`config.mk`:
```
export PLATFORM = sky130hd
export DESIGN_NAME = meter_spi_regs
export DESIGN_NICKNAME = d
export VERILOG_FILES = /design/src/rtl/meter_spi_pkg.sv /design/src/rtl/spi_pin_sync.sv /design/src/rtl/spi_frame_engine.sv /design/src/rtl/meter_regfile.sv /design/src/rtl/meter_spi_regs.sv
export SDC_FILE = /design/constraint.sdc
export NUM_CORES = 1
export LEC_CHECK = 0
export BUFFER_PORTS_ARGS = -buffer_cell sky130_fd_sc_hd__clkbuf_2
export CAP_MARGIN = 20
export CORE_MARGIN = 5
export CORE_UTILIZATION = 61
export CTS_CLUSTER_DIAMETER = 40
export DETAILED_ROUTE_END_ITERATION = 12
export PLACE_DENSITY_LB_ADDON = 0.12
export SLEW_MARGIN = 20
export SYNTH_ARGS = -nofsm -noshare
export SYNTH_HDL_FRONTEND = slang
export SYNTH_SLANG_ARGS = --single-unit
export TNS_END_PERCENT = 30
```
`constraint.sdc`:
```
create_clock -name clk -period 3.1 [get_ports clk]
set_input_delay 0.465 -clock clk [delete_from_list [all_inputs] [get_ports clk]]
set_output_delay 0.465 -clock clk [all_outputs]
set_load 0.005 [all_outputs]
```
`src/rtl/meter_spi_pkg.sv`:
```
package meter_spi_pkg;
  localparam int BYTE_W    = 8;
  localparam int MAX_BYTES = 3;
  localparam int DATA_W    = BYTE_W * MAX_BYTES;
  localparam int ADDR_W    = 7;
  localparam int CNT_W     = $clog2(BYTE_W * (MAX_BYTES + 1) + 1);

  typedef logic [ADDR_W-1:0] addr_t;
  typedef logic [DATA_W-1:0] word_t;

  // register map
  localparam addr_t A_MODE   = 7'h10;
  localparam addr_t A_WAVE   = 7'h11;
  localparam addr_t A_GAIN   = 7'h20;
  localparam addr_t A_MASK   = 7'h21;
  localparam addr_t A_MEAS   = 7'h30;
  localparam addr_t A_ENERGY = 7'h31;

  localparam logic [7:0]  MODE_DEF = 8'h04;
  localparam logic [7:0]  WAVE_DEF = 8'h00;
  localparam logic [15:0] GAIN_DEF = 16'h0100;
  localparam logic [23:0] MASK_DEF = 24'h000000;

  // field positions the decoders depend on
  localparam int SRST_BIT  = 6;
  localparam int PD_LO     = 3;
  localparam int PD_HI     = 5;
  localparam int RATE_LO   = 5;
  localparam int RATE_HI   = 6;
  localparam int WIRQ_BIT  = 16;

  function automatic logic [1:0] reg_bytes(addr_t a);
    case (a)
      A_GAIN, A_ENERGY: return 2'd2;
      A_MASK, A_MEAS:   return 2'd3;
      default:          return 2'd1;
    endcase
  endfunction
endpackage

```
`src/rtl/spi_pin_sync.sv`:
```
module spi_pin_sync #(
  parameter int STAGES = 2
) (
  input  logic clk,
  input  logic rst_n,
  input  logic sclk,
  input  logic cs_n,
  input  logic mosi,
  output logic sclk_rise,
  output logic sclk_fall,
  output logic sel,
  output logic mosi_s
);
  localparam int NPIN = 3;
  localparam logic [NPIN-1:0] IDLE = 3'b010; // {sclk, cs_n, mosi}

  logic [NPIN-1:0] raw;
  logic [NPIN-1:0] synced;
  logic            sclk_prev;

  assign raw = {sclk, cs_n, mosi};

  for (genvar p = 0; p < NPIN; p++) begin : g_pin
    logic [STAGES-1:0] chain;
    always_ff @(posedge clk or negedge rst_n) begin
      if (!rst_n) chain <= {STAGES{IDLE[p]}};
      else        chain <= {chain[STAGES-2:0], raw[p]};
    end
    assign synced[p] = chain[STAGES-1];
  end

  always_ff @(posedge clk or negedge rst_n) begin
    if (!rst_n) sclk_prev <= 1'b0;
    else        sclk_prev <= synced[2];
  end

  assign sclk_rise = synced[2] & ~sclk_prev;
  assign sclk_fall = ~synced[2] & sclk_prev;
  assign sel       = ~synced[1];
  assign mosi_s    = synced[0];
endmodule

```
`src/rtl/spi_frame_engine.sv`:
```
module spi_frame_engine
  import meter_spi_pkg::*;
(
  input  logic  clk,
  input  logic  rst_n,
  input  logic  sel,
  input  logic  sclk_rise,
  input  logic  sclk_fall,
  input  logic  mosi_s,
  output addr_t rd_addr,
  input  word_t rd_data,
  output logic  wr_stb,
  output addr_t wr_addr,
  output word_t wr_data,
  output logic  miso
);
  logic [CNT_W-1:0] bitcnt;
  logic [6:0]       cmd_q;
  logic             is_wr;
  logic [1:0]       nbytes;
  logic             done;
  word_t            sh_in;
  word_t            sh_out;
  logic [1:0]       nb_new;
  logic [CNT_W-1:0] last_cnt;
  word_t            rd_aligned;

  // address completes on the eighth falling edge
  assign rd_addr    = {cmd_q[5:0], mosi_s};
  assign nb_new     = reg_bytes(rd_addr);
  assign rd_aligned = rd_data << (BYTE_W * (MAX_BYTES - int'(nb_new)));
  assign last_cnt   = CNT_W'(BYTE_W * int'(nbytes) + BYTE_W - 1);

  always_ff @(posedge clk or negedge rst_n) begin
    if (!rst_n) begin
      bitcnt  <= '0;
      cmd_q   <= '0;
      is_wr   <= 1'b0;
      nbytes  <= 2'd1;
      done    <= 1'b0;
      sh_in   <= '0;
      sh_out  <= '0;
      wr_stb  <= 1'b0;
      wr_addr <= '0;
      wr_data <= '0;
      miso    <= 1'b0;
    end else if (!sel) begin
      bitcnt <= '0;
      done   <= 1'b0;
      wr_stb <= 1'b0;
      miso   <= 1'b0;
    end else begin
      wr_stb <= 1'b0;
      if (sclk_fall && !done) begin
        bitcnt <= bitcnt + 1'b1;
        if (bitcnt < CNT_W'(BYTE_W - 1)) begin
          cmd_q <= {cmd_q[5:0], mosi_s};
        end else if (bitcnt == CNT_W'(BYTE_W - 1)) begin
          is_wr   <= cmd_q[6];
          wr_addr <= rd_addr;
          nbytes  <= nb_new;
          sh_out  <= rd_aligned;
          sh_in   <= '0;
        end else begin
          sh_in <= {sh_in[DATA_W-2:0], mosi_s};
          if (bitcnt == last_cnt) begin
            done    <= 1'b1;
            wr_stb  <= is_wr;
            wr_data <= {sh_in[DATA_W-2:0], mosi_s};
          end
        end
      end
      if (sclk_rise) begin
        if (bitcnt >= CNT_W'(BYTE_W) && !done && !is_wr) begin
          miso   <= sh_out[DATA_W-1];
          sh_out <= {sh_out[DATA_W-2:0], 1'b0};
        end else begin
          miso <= 1'b0;
        end
      end
    end
  end
endmodule

```
`src/rtl/meter_regfile.sv`:
```
module meter_regfile
  import meter_spi_pkg::*;
(
  input  logic       clk,
  input  logic       rst_n,
  input  addr_t      rd_addr,
  output word_t      rd_data,
  input  logic       spi_wr_stb,
  input  addr_t      spi_wr_addr,
  input  word_t      spi_wr_data,
  input  logic       hw_valid,
  output logic       hw_ready,
  input  addr_t      hw_addr,
  input  word_t      hw_data,
  output logic       srst,
  output logic [7:0] mode_q,
  output logic [7:0] wave_q,
  output logic [23:0] mask_q
);
  logic [15:0] gain_q;
  logic [23:0] meas_q;
  logic [15:0] energy_q;

  assign hw_ready = ~spi_wr_stb;
  assign srst     = spi_wr_stb && (spi_wr_addr == A_MODE) && spi_wr_data[SRST_BIT];

  always_ff @(posedge clk or negedge rst_n) begin
    if (!rst_n) begin
      mode_q   <= MODE_DEF;
      wave_q   <= WAVE_DEF;
      gain_q   <= GAIN_DEF;
      mask_q   <= MASK_DEF;
      meas_q   <= '0;
      energy_q <= '0;
    end else if (srst) begin
      mode_q   <= MODE_DEF;
      wave_q   <= WAVE_DEF;
      gain_q   <= GAIN_DEF;
      mask_q   <= MASK_DEF;
      meas_q   <= '0;
      energy_q <= '0;
    end else if (spi_wr_stb) begin
      case (spi_wr_addr)
        A_MODE:  mode_q <= spi_wr_data[7:0];
        A_WAVE:  wave_q <= spi_wr_data[7:0];
        A_GAIN:  gain_q <= spi_wr_data[15:0];
        A_MASK:  mask_q <= spi_wr_data[23:0];
        default: ;
      endcase
    end else if (hw_valid) begin
      case (hw_addr)
        A_MEAS:   meas_q   <= hw_data[23:0];
        A_ENERGY: energy_q <= hw_data[15:0];
        default:  ;
      endcase
    end
  end

  always_comb begin
    case (rd_addr)
      A_MODE:   rd_data = DATA_W'(mode_q);
      A_WAVE:   rd_data = DATA_W'(wave_q);
      A_GAIN:   rd_data = DATA_W'(gain_q);
      A_MASK:   rd_data = DATA_W'(mask_q);
      A_MEAS:   rd_data = DATA_W'(meas_q);
      A_ENERGY: rd_data = DATA_W'(energy_q);
      default:  rd_data = '0;
    endcase
  end
endmodule

```
`src/rtl/meter_spi_regs.sv`:
```
module meter_spi_regs
  import meter_spi_pkg::*;
#(
  parameter int BASE_RATE   = 26040,
  parameter int SYNC_STAGES = 2,
  localparam int RATE_W     = $clog2(BASE_RATE + 1)
) (
  input  logic              clk,
  input  logic              rst_n,
  input  logic              sclk,
  input  logic              cs_n,
  input  logic              mosi,
  output logic              miso,
  input  logic              hw_valid,
  output logic              hw_ready,
  input  logic [ADDR_W-1:0] hw_addr,
  input  logic [DATA_W-1:0] hw_data,
  output logic              pwr_down,
  output logic [1:0]        rate_sel,
  output logic [RATE_W-1:0] rate_sps,
  output logic              wave_irq_en
);
  logic        sclk_rise, sclk_fall, sel, mosi_s;
  addr_t       rd_addr, spi_wr_addr;
  word_t       rd_data, spi_wr_data;
  logic        spi_wr_stb, srst;
  logic [7:0]  mode_q, wave_q;
  logic [23:0] mask_q;

  spi_pin_sync #(.STAGES(SYNC_STAGES)) u_sync (
    .clk(clk), .rst_n(rst_n), .sclk(sclk), .cs_n(cs_n), .mosi(mosi),
    .sclk_rise(sclk_rise), .sclk_fall(sclk_fall), .sel(sel), .mosi_s(mosi_s)
  );

  spi_frame_engine u_eng (
    .clk(clk), .rst_n(rst_n), .sel(sel), .sclk_rise(sclk_rise),
    .sclk_fall(sclk_fall), .mosi_s(mosi_s), .rd_addr(rd_addr),
    .rd_data(rd_data), .wr_stb(spi_wr_stb), .wr_addr(spi_wr_addr),
    .wr_data(spi_wr_data), .miso(miso)
  );

  meter_regfile u_rf (
    .clk(clk), .rst_n(rst_n), .rd_addr(rd_addr), .rd_data(rd_data),
    .spi_wr_stb(spi_wr_stb), .spi_wr_addr(spi_wr_addr),
    .spi_wr_data(spi_wr_data), .hw_valid(hw_valid), .hw_ready(hw_ready),
    .hw_addr(hw_addr), .hw_data(hw_data), .srst(srst),
    .mode_q(mode_q), .wave_q(wave_q), .mask_q(mask_q)
  );

  assign pwr_down    = &mode_q[PD_HI:PD_LO];
  assign rate_sel    = wave_q[RATE_HI:RATE_LO];
  assign rate_sps    = RATE_W'(BASE_RATE >> rate_sel);
  assign wave_irq_en = mask_q[WIRQ_BIT];
endmodule

```
# Word level (Yosys, flattened, before mapping)
# Cells that the tools add are included.
[word_totals]
register_bits = 200
input_bits = 37
output_inout_bits = 21
[op_classes]
n_addsub = 4
magnitude_cmp = 2
eq_ne = 17
n_shift = 2
mux = 43
bitwise_logic = 8
n_reduce_logical = 32
[op_table]
columns = ["operator", "n"]
rows = [
  ["$mux W24", 12],
  ["$pmux W24 S6", 1],
  ["$mux W16", 7],
  ["$eq A7 B6 Y1 const B", 8],
  ["$mux W8", 6],
  ["$shl A24 B32 Y24", 1],
  ["$eq A7 B5 Y1 const B", 4],
  ["$mux W23", 1],
  ["$reduce_bool A2 Y1", 11],
  ["$reduce_and A3 Y1", 5],
  ["$shr A15 B2 Y15 const A", 1],
  ["$mux W1", 13],
  ["$mux W6", 2],
  ["$reduce_and A2 Y1", 4],
  ["$reduce_and A4 Y1", 2],
  ["$add A5 B4 Y6 const B", 1],
  ["$add A6 B1 Y6 const B", 1],
  ["$eq A6 B3 Y1 const B", 1],
  ["$eq A6 B6 Y1", 1],
  ["$ge A6 B4 Y1 const B", 1],
  ["$lt A6 B3 Y1 const B", 1],
  ["$ne A2 B2 Y1 const B", 3],
  ["$not A1 Y1", 6],
  ["$sub A6 B2 Y6 const B", 1],
  ["7 further kinds", 14],
]

# Longest topological paths before layout
# Gate-level depths: netlist of run 1.
[logic_depth]
word_depth = 10
depth_mapped = 8
ltp_nobuf = 6

# Modules after synthesis
# A second synthesis of run 1 with hierarchy kept.
[unflattened]
hier_cells = 816
area_unflattened_um2 = 9316.4
[by_module_without_submodules]
columns = ["module", "instances", "cells_per_inst", "area_each_um2"]
rows = [
  ["meter_regfile", 1, 411, 4540.6],
  ["spi_frame_engine", 1, 374, 4410.5],
  ["spi_pin_sync", 1, 10, 196.4],
  ["meter_spi_regs", 1, 21, 168.9],
]

# Worst setup path before layout of run 1
# No wires, ideal clock.
[synth_path]
path_kind = "register to register"
from = "reg u_eng.done"
to = "reg u_eng.wr_data[10]"
setup_time_ns = 0.125
t_arrival_ns = 2.057
setup_slack_ns = 0.919
path_stages_with_launch = 8
path_buffers = 2
period_less_slack_ns = 2.181
cell_sequence = "dfrtp_1 > buf_2 > or4b_4 > nor2_4 > nand2_2 > nor3_4 > buf_6 > mux2_2"
[synth_via]
elab_chain_cells = 3
[synth_rtl]
columns = ["item", "line_no", "rtl"]
rows = [
  ["start, declared", "spi_frame_engine.sv:21", "logic done;"],
  ["start signal, assigned", "spi_frame_engine.sv:40", "done <= 1'b0;"],
  ["start signal, assigned", "spi_frame_engine.sv:49", "done <= 1'b0;"],
  ["start signal, assigned", "spi_frame_engine.sv:67", "done <= 1'b1;"],
  ["$logic_not A1 Y1", "spi_frame_engine.sv:54", "if (sclk_fall && !done) begin"],
  ["$logic_and A1 B1 Y1", "spi_frame_engine.sv:54", ""],
  ["$reduce_and A5 Y1 (no line)", "--", ""],
  ["end signal, assigned", "spi_frame_engine.sv:69", "wr_data <= {sh_in[DATA_W-2:0], mosi_s};"],
  ["end, declared", "spi_frame_engine.sv:14", "output word_t wr_data,"],
]
# No other way between the ends.
# A chain may end at the register's enable or synchronous reset.

# Final worst setup path of run 1
[layout_path]
from = "reg u_eng.wr_data[6]"
to = "reg u_rf.mask_q[10]"
[layout_via]
elab_chain_cells = 3
elab_cells_between_ends = 5
[layout_rtl]
columns = ["item", "line_no", "rtl"]
rows = [
  ["$logic_and A1 B1 Y1 (*)", "meter_regfile.sv:25", "assign srst = spi_wr_stb && (spi_wr_addr == A_MODE) && spi_wr_data[SRST_BIT];"],
  ["$reduce_bool A2 Y1 (no line)", "--", ""],
  ["$reduce_and A2 Y1 (no line)", "--", ""],
  ["end signal, assigned", "meter_regfile.sv:47", "A_MASK: mask_q <= spi_wr_data[23:0];"],
  ["end, declared", "meter_regfile.sv:18", "output logic [23:0] mask_q"],
]
# Mark *: on every way between the ends. The rest lies on a longest branch, timed or not.

==> qor.csv, run 1 <==
stage,metric,value,unit
timing,setup_viol,0,
detailed_routing,avgRoutedWirePerCell,22.1,um
power_and_ir_drop,p_comb_share,10.8,%
synthesis,synth_top_family_by_area,compound AO/OA/AOI/OAI gates,
timing,worstMarginPinSlew,0.974,ns
global_routing,grt_pass1_wl,39600,um
clocking,cts_tree,yes,
detailed_routing,drt-initial-drc-count,929,
synthesis,yosys_warnings,0,
power_and_ir_drop,p_int,4.17,mW
synthesis,yosys.area_share.simple,14.8,%
synthesis,avgSynthCellArea,10.6,um2
floorplan,die_w,132,um
synthesis,synthMuxAreaShare,9.33,%
synthesis,synth_area,0.00912,mm2
global_routing,antenna_found_initial,0,
cells_and_area,diodes,0,
worst_setup_path,startpoint_type,flip-flop,
power_and_ir_drop,p_per_area,563,mW/mm2
worst_hold_path,hold_path.class,in2async,
timing,setup_tns,0,ns
synthesis,synth_ff_type,dfrtp_1,
synthesis,synth-seq-cells,200,
cells_and_area,fin_util,70.0,%
clocking,cts_resized,0,
synthesis,synth_edf_count,0,
power_and_ir_drop,p_leak,4.81,nW
place,dp_hpwl,17300,um
detailed_routing,wirelength,24400,um
global_routing,grt-ovfl-total,0,
floorplan,die_y,132,um
cells_and_area,mostFrequentLayoutCell,dfrtp_1,
detailed_routing,drc,0,
clocking,h-tree-depth,4,
timing,clock_skew,0.0101,ns
floorplan,ios,58,
place,gp_congestion,1.01,
worst_setup_path,worstSetupEndpointType,flip-flop,
place,port-buffer-count,57,
power_and_ir_drop,p_clk_share,39.9,%
synthesis,async_flop_share,100,%
floorplan,die_area,0.0175,mm2
worst_setup_path,worstPathArrival,2.63,ns
power_and_ir_drop,ir_drop,0.560,mV
clocking,cts_root_buf,clkbuf_16,
detailed_routing,num_vias,7043,
cells_and_area,num-nets-final,953,
cells_and_area,area_growth,12.0,%
place,placed_area,0.00960,mm2
floorplan,start_util,62.5,%
worst_setup_path,path_class,reg2reg,
cells_and_area,layout_common_cells,"dfrtp_1 (195), nand2_1 (149), a21oi_1 (84), clkbuf_2 (56), mux2_2 (43)",
detailed_routing,ant_nets,0,
cells_and_area,stdcell_area,0.0102,mm2
timing,period_minus_slack,2.31,ns
clocking,clk_latency,0.44,ns
clocking,hold_buffers,0,
timing,period_share,74.4,%
timing,max_slew_margin,35.1,%
global_routing,grt_util_all_layers,28.5,%
cells_and_area,drive_gt1_share,19.9,%
power_and_ir_drop,p_sw_share,27.4,%
synthesis,synth_nets,909,
worst_setup_path,path_max_fanout,26,
synthesis,synth.distinct_cells,63,
timing,rsz0062_at_grt,no,
clocking,clockBufferDepth,2,
power_and_ir_drop,power,5.75,mW
clocking,numCtsBuffers,17,
detailed_routing,first_pass_iters,5,
clocking,clk_pin_slew,0.08,ns
global_routing,grt_max_degree,91,
synthesis,synth_xor_xnor_area_share,0.768,%
timing,hold_viol,0,
global_routing,grt_pass1_vias,7035,
floorplan,rows,44,
synthesis,synthCells,862,
flow_run,maxCapViolCount,0,
outcome,outcome,completed,
synthesis,synth_compound_area_share,15.2,%
synthesis,ys_seq_area_share,55.0,%
floorplan,core,0.0146,mm2
synthesis,synthAdderAreaFrac,1.37,%
power_and_ir_drop,seqPwrFrac,49.3,%
timing,slew_viol_final,0,
timing,fmax,433,MHz
clocking,cts_sinks,200,
power_and_ir_drop,power.net_switching,1.58,mW
detailed_routing,via_per_inst,6.39,
clocking,postCtsSetupBuffers,0,
worst_setup_path,worstPathRequired,3.43,ns
worst max-delay path, stage by stage, from the launching register on:
cell	delay, ns
dfrtp_1	0.55
nand3b_1	0.29
a21o_1	0.76
nor2_1	0.09
buf_4	0.27
a22o_1	0.21
worst paths after layout:
check                      cells past startpoint                     start                  endpoint  slack (ns)
max in group asynchronous                      2                     rst_n            u_rf.meas_q[2]        2.21
min                                            1                     rst_n           u_eng.bitcnt[2]        0.05
max                                            5          u_eng.wr_data[6]           u_rf.mask_q[10]        0.79
min in group clk                               1                      cs_n  u_sync.g_pin[1].chain[0]        0.11
min reg2reg                                    0  u_sync.g_pin[1].chain[0]  u_sync.g_pin[1].chain[1]        0.36
max reg2reg                                    5          u_eng.wr_data[6]           u_rf.mask_q[10]        0.79
flip-flops by register name, summed over array words and instances, names as in the netlist, 2 cells and up:
name / count
u_eng.cmd_q: 7
u_rf.wave_q: 8
u_eng.bitcnt: 6
u_rf.gain_q: 16
u_eng.sh_out: 24
u_eng.wr_addr: 7
u_sync.g_pin.chain: 6
u_rf.meas_q: 24
u_rf.mask_q: 24
u_rf.energy_q: 16
u_rf.mode_q: 8
u_eng.wr_data: 24
u_eng.nbytes: 2
u_eng.sh_in: 23
metal layers:
layer,global-route usage (%),share of wire (%)
met5,0,0
met4,7.58,1.7
met2,44.8,49
met3,5.73,6.9
met1,40.9,43
Yosys cell counts (all sizes together), types with 3 or more instances:
| master | number | area, um2 |
|---|---|---|
| o21ai | 26 | 130 |
| o22ai | 17 | 106 |
| dfrtp | 195 | 4880 |
| mux2i | 22 | 220 |
| dfstp | 5 | 131 |
| o211ai | 4 | 30.0 |
| a22o | 42 | 368 |
| a22oi | 11 | 82.6 |
| nor3 | 11 | 76.3 |
| and3 | 7 | 43.8 |
| mux4 | 5 | 113 |
| a21oi | 84 | 420 |
| inv | 14 | 52.6 |
| nand3 | 19 | 95.1 |
| or3 | 5 | 31.3 |
| nand2b | 12 | 75.1 |
| ha | 10 | 125 |
| a211oi | 3 | 22.5 |
| xor2 | 7 | 61.3 |
| buf | 20 | 126 |
| a21o | 3 | 22.5 |
| a221o | 3 | 30.0 |
| nand3b | 8 | 60.1 |
| nand2 | 150 | 566 |
| nor2 | 43 | 169 |
| nor4 | 4 | 31.3 |
| nor2b | 7 | 43.8 |
| a221oi | 6 | 52.6 |
| a31oi | 3 | 18.8 |
| mux2 | 46 | 518 |
| and2 | 3 | 18.8 |
| clkbuf | 39 | 146 |
logic make-up (layout without fill, tap and decap cells):
family,Yosys count,in the layout
AO/OA/AOI/OAI,214,214
buffers and inverters,73,130
adder cells (fa/ha/maj),10,10
flip-flops,200,200
XOR/XNOR,8,8
AND/OR/NAND/NOR,284,284
multiplexers,73,73
power groups by stage:
| stage | sequential, mW | combinational (mW) | clock, mW |
|---|---|---|---|
| 6_report | 2.84 | 0.619 | 2.30 |
| 5_1_grt | 2.85 | 0.674 | 2.43 |
| 4_1_cts | 2.84 | 0.613 | 2.32 |
| 3_5_place_dp | 2.89 | 0.612 | 0 |
| 3_3_place_gp | 2.88 | 0.600 | 0 |
| 2_1_floorplan | 2.79 | 0.445 | 0 |
metrics by stage:
step / setup WS, ns / hold WS, ns / cells
CTS: 0.798 / 0.0947 / 1103
global route: 0.671 / 0.0977 / 1103
floorplan: 0.919 / 0.169 / 862
finish: 0.793 / 0.0504 / 1103
global placement: 0.844 / 0.346 / 1071
detailed placement: 0.792 / 0.338 / 1071
area by class of cell:
cell class / instances / area (um2)
tap: 184 / 230
multi-input combinational: 589 / 3790
clock inverter: 13 / 183
sequential: 200 / 5010
inverter: 14 / 52.6
fill: 1075 / 4380
timing repair buffer: 84 / 509
clock buffer: 19 / 433
No activity file was read; power rests on OpenSTA's default activity.
==> run 2: changes to the inputs <==
clock period = 2.3 ns   (was 3.1 ns; I/O delays follow)
==> run 2 against run 1 <==
Net effect:
- non-clock buffer count grew 23
- sequential power rose by 33%
- largest cell class unchanged
- critical path depth fell by 1
- via count is 1.6% higher
- clock power increased by 29%
- clock-buffer cell count unchanged
==> qor.csv, run 2 (synthesis gave the netlist of run 1 again) <==
stage,metric,value,unit
outcome,outcome,completed,
cells_and_area,register_area,0.00501,mm2
cells_and_area,diodes,0,
global_routing,grt_pass1_vias,7206,
clocking,cts_root_buf,clkbuf_16,
cells_and_area,layout_common_cells,"dfrtp_1 (195), nand2_1 (149), a21oi_1 (84), clkbuf_2 (56), mux2_2 (43)",
floorplan,ios,58,
floorplan,core,0.0146,mm2
cells_and_area,area_growth,14.5,%
place,gp_congestion,0.976,
place,dp_hpwl,17600,um
clocking,cts_tree,yes,
global_routing,grt_util_all_layers,28.7,%
place,placed_cells,1091,
timing,worstMarginPinSlew,0.646,ns
floorplan,die_area,0.0175,mm2
global_routing,grt-ovfl-total,0,
clocking,h-tree-depth,4,
worst_setup_path,worstSetupEndpointType,output pin,
timing,setup_tns,0,ns
detailed_routing,avgRoutedWirePerCell,21.8,um
cells_and_area,multi_input_area,0.00381,mm2
clocking,clk_pin_slew,0.08,ns
timing,setup_viol,0,
floorplan,die_w,132,um
global_routing,antenna_found_initial,0,
detailed_routing,drt-initial-drc-count,699,
clocking,numCtsBuffers,17,
cells_and_area,mostFrequentLayoutCell,dfrtp_1,
worst_setup_path,critPathTopFamily,flip-flops,
power_and_ir_drop,p_int,5.53,mW
power_and_ir_drop,power.net_switching,2.21,mW
floorplan,rows,44,
clocking,clockBufferDepth,2,
clocking,cts_sinks,200,
flow_run,maxCapViolCount,0,
detailed_routing,num_vias,7155,
worst_setup_path,path_cells,inv_1 > ha_1 > or2_2 > clkbuf_2,
timing,period_minus_slack,2.14,ns
floorplan,die_y,132,um
detailed_routing,via_per_inst,6.35,
cells_and_area,fin_util,71.5,%
worst_setup_path,worstPathRequired,1.96,ns
place,port-buffer-count,57,
detailed_routing,drc,0,
cells_and_area,n_fill_cell,1047,
worst_setup_path,cpMaxStageDelayCell,dfrtp_1,
timing,hold_viol,0,
worst_setup_path,crit_buf_inv,2,
timing,max_slew_margin,56.8,%
power_and_ir_drop,seqPwrFrac,49.0,%
detailed_routing,ant_nets,0,
power_and_ir_drop,p_leak,4.92,nW
worst_setup_path,worstPathArrival,1.79,ns
power_and_ir_drop,p_sw_share,28.5,%
timing,clock_skew,0.0102,ns
timing,fmax,467,MHz
timing,period_share,93.0,%
cells_and_area,drive_gt1_share,21.8,%
global_routing,grt_pass1_wl,39900,um
clocking,postCtsSetupBuffers,0,
detailed_routing,first_pass_iters,5,
timing,rsz0062_at_grt,no,
power_and_ir_drop,p_clk_share,38.3,%
place,place_ws,0.179,ns
power_and_ir_drop,p_comb_share,12.7,%
worst_setup_path,startpoint_type,flip-flop,
worst_hold_path,hold_path.class,in2reg,
worst_setup_path,path_class,reg2out,
cells_and_area,finalNonFillerCells,1126,
floorplan,start_util,62.5,%
global_routing,grt_max_degree,72,
power_and_ir_drop,ir_drop,0.702,mV
cells_and_area,num-nets-final,976,
detailed_routing,wirelength,24500,um
clocking,clk_latency,0.44,ns
worst_setup_path,path_max_fanout,8,
worst_setup_path,critPathMaxStageDelay,0.57,ns
timing,worst_slack,0.160,ns
power_and_ir_drop,p_per_area,741,mW/mm2
timing,slew_viol_final,0,
run 2: cell type report:
| class | count | share of cell area [%] |
|---|---|---|
| Sequential cell | 200 | 48.0 |
| Tap cell | 184 | 2.21 |
| Clock inverter | 13 | 1.49 |
| Inverter | 14 | 0.503 |
| Clock buffer | 19 | 4.24 |
| Multi-Input combinational cell | 589 | 36.5 |
| Timing Repair Buffer | 107 | 7.08 |
run 2: through the flow:
step | hold WS (ns) | instance area (um2) | total power [mW]
floorplan | 0.0494 | 9120 | 4.37
detailed placement | 0.339 | 9800 | 4.81
CTS | 0.0130 | 10400 | 7.75
global placement | 0.344 | 9800 | 4.79
global route | 0.00388 | 10400 | 8.04
finish | 0.0222 | 10400 | 7.73
run 2: path summary, 6_finish.rpt:
path                       slack [ns]                startpoint  depth (start not counted)                        to
max in group asynchronous        1.07                     rst_n                          3            u_rf.mode_q[5]
min                              0.02                      sclk                          1  u_sync.g_pin[2].chain[0]
min reg2reg                      0.36  u_sync.g_pin[1].chain[0]                          0  u_sync.g_pin[1].chain[1]
min in group asynchronous        0.50                     rst_n                          2           u_eng.bitcnt[2]
max reg2reg                      0.17            u_eng.cmd_q[4]                          5           u_eng.sh_out[7]
max                              0.16            u_rf.wave_q[5]                          4               rate_sps[8]
run 2: power groups by stage:
stage,sequential [mW],combinational (mW),clock (mW)
2_1_floorplan,3.77,0.600,0
3_3_place_gp,3.84,0.948,0
3_5_place_dp,3.85,0.962,0
4_1_cts,3.78,0.971,3.00
5_1_grt,3.81,1.06,3.17
6_report,3.79,0.980,2.96
run 2: metal layers:
layer / GRT usage (%) / share of wire, % / up-vias
met5: 0 / 0 / -
met4: 9.45 / 2.7 / 0
met3: 6.11 / 5.8 / 46
met2: 44.5 / 48 / 255
met1: 40.9 / 43 / 3655
li1: - / - / 3199
run 2: timing repair:
item | 4_1_cts | 5_1_grt
endpoints found under the hold margin | 62 | 0
hold buffers | 3 | 0
endpoints found under the setup margin | 0 | 4
gates resized for setup | 0 | 2
run 2: worst reg2reg max path, delay by kind of cell (launching register included):
kind	cells	cell delay [ns]
compound gates	4	0.91
flops	1	0.58
simple gates	1	0.58
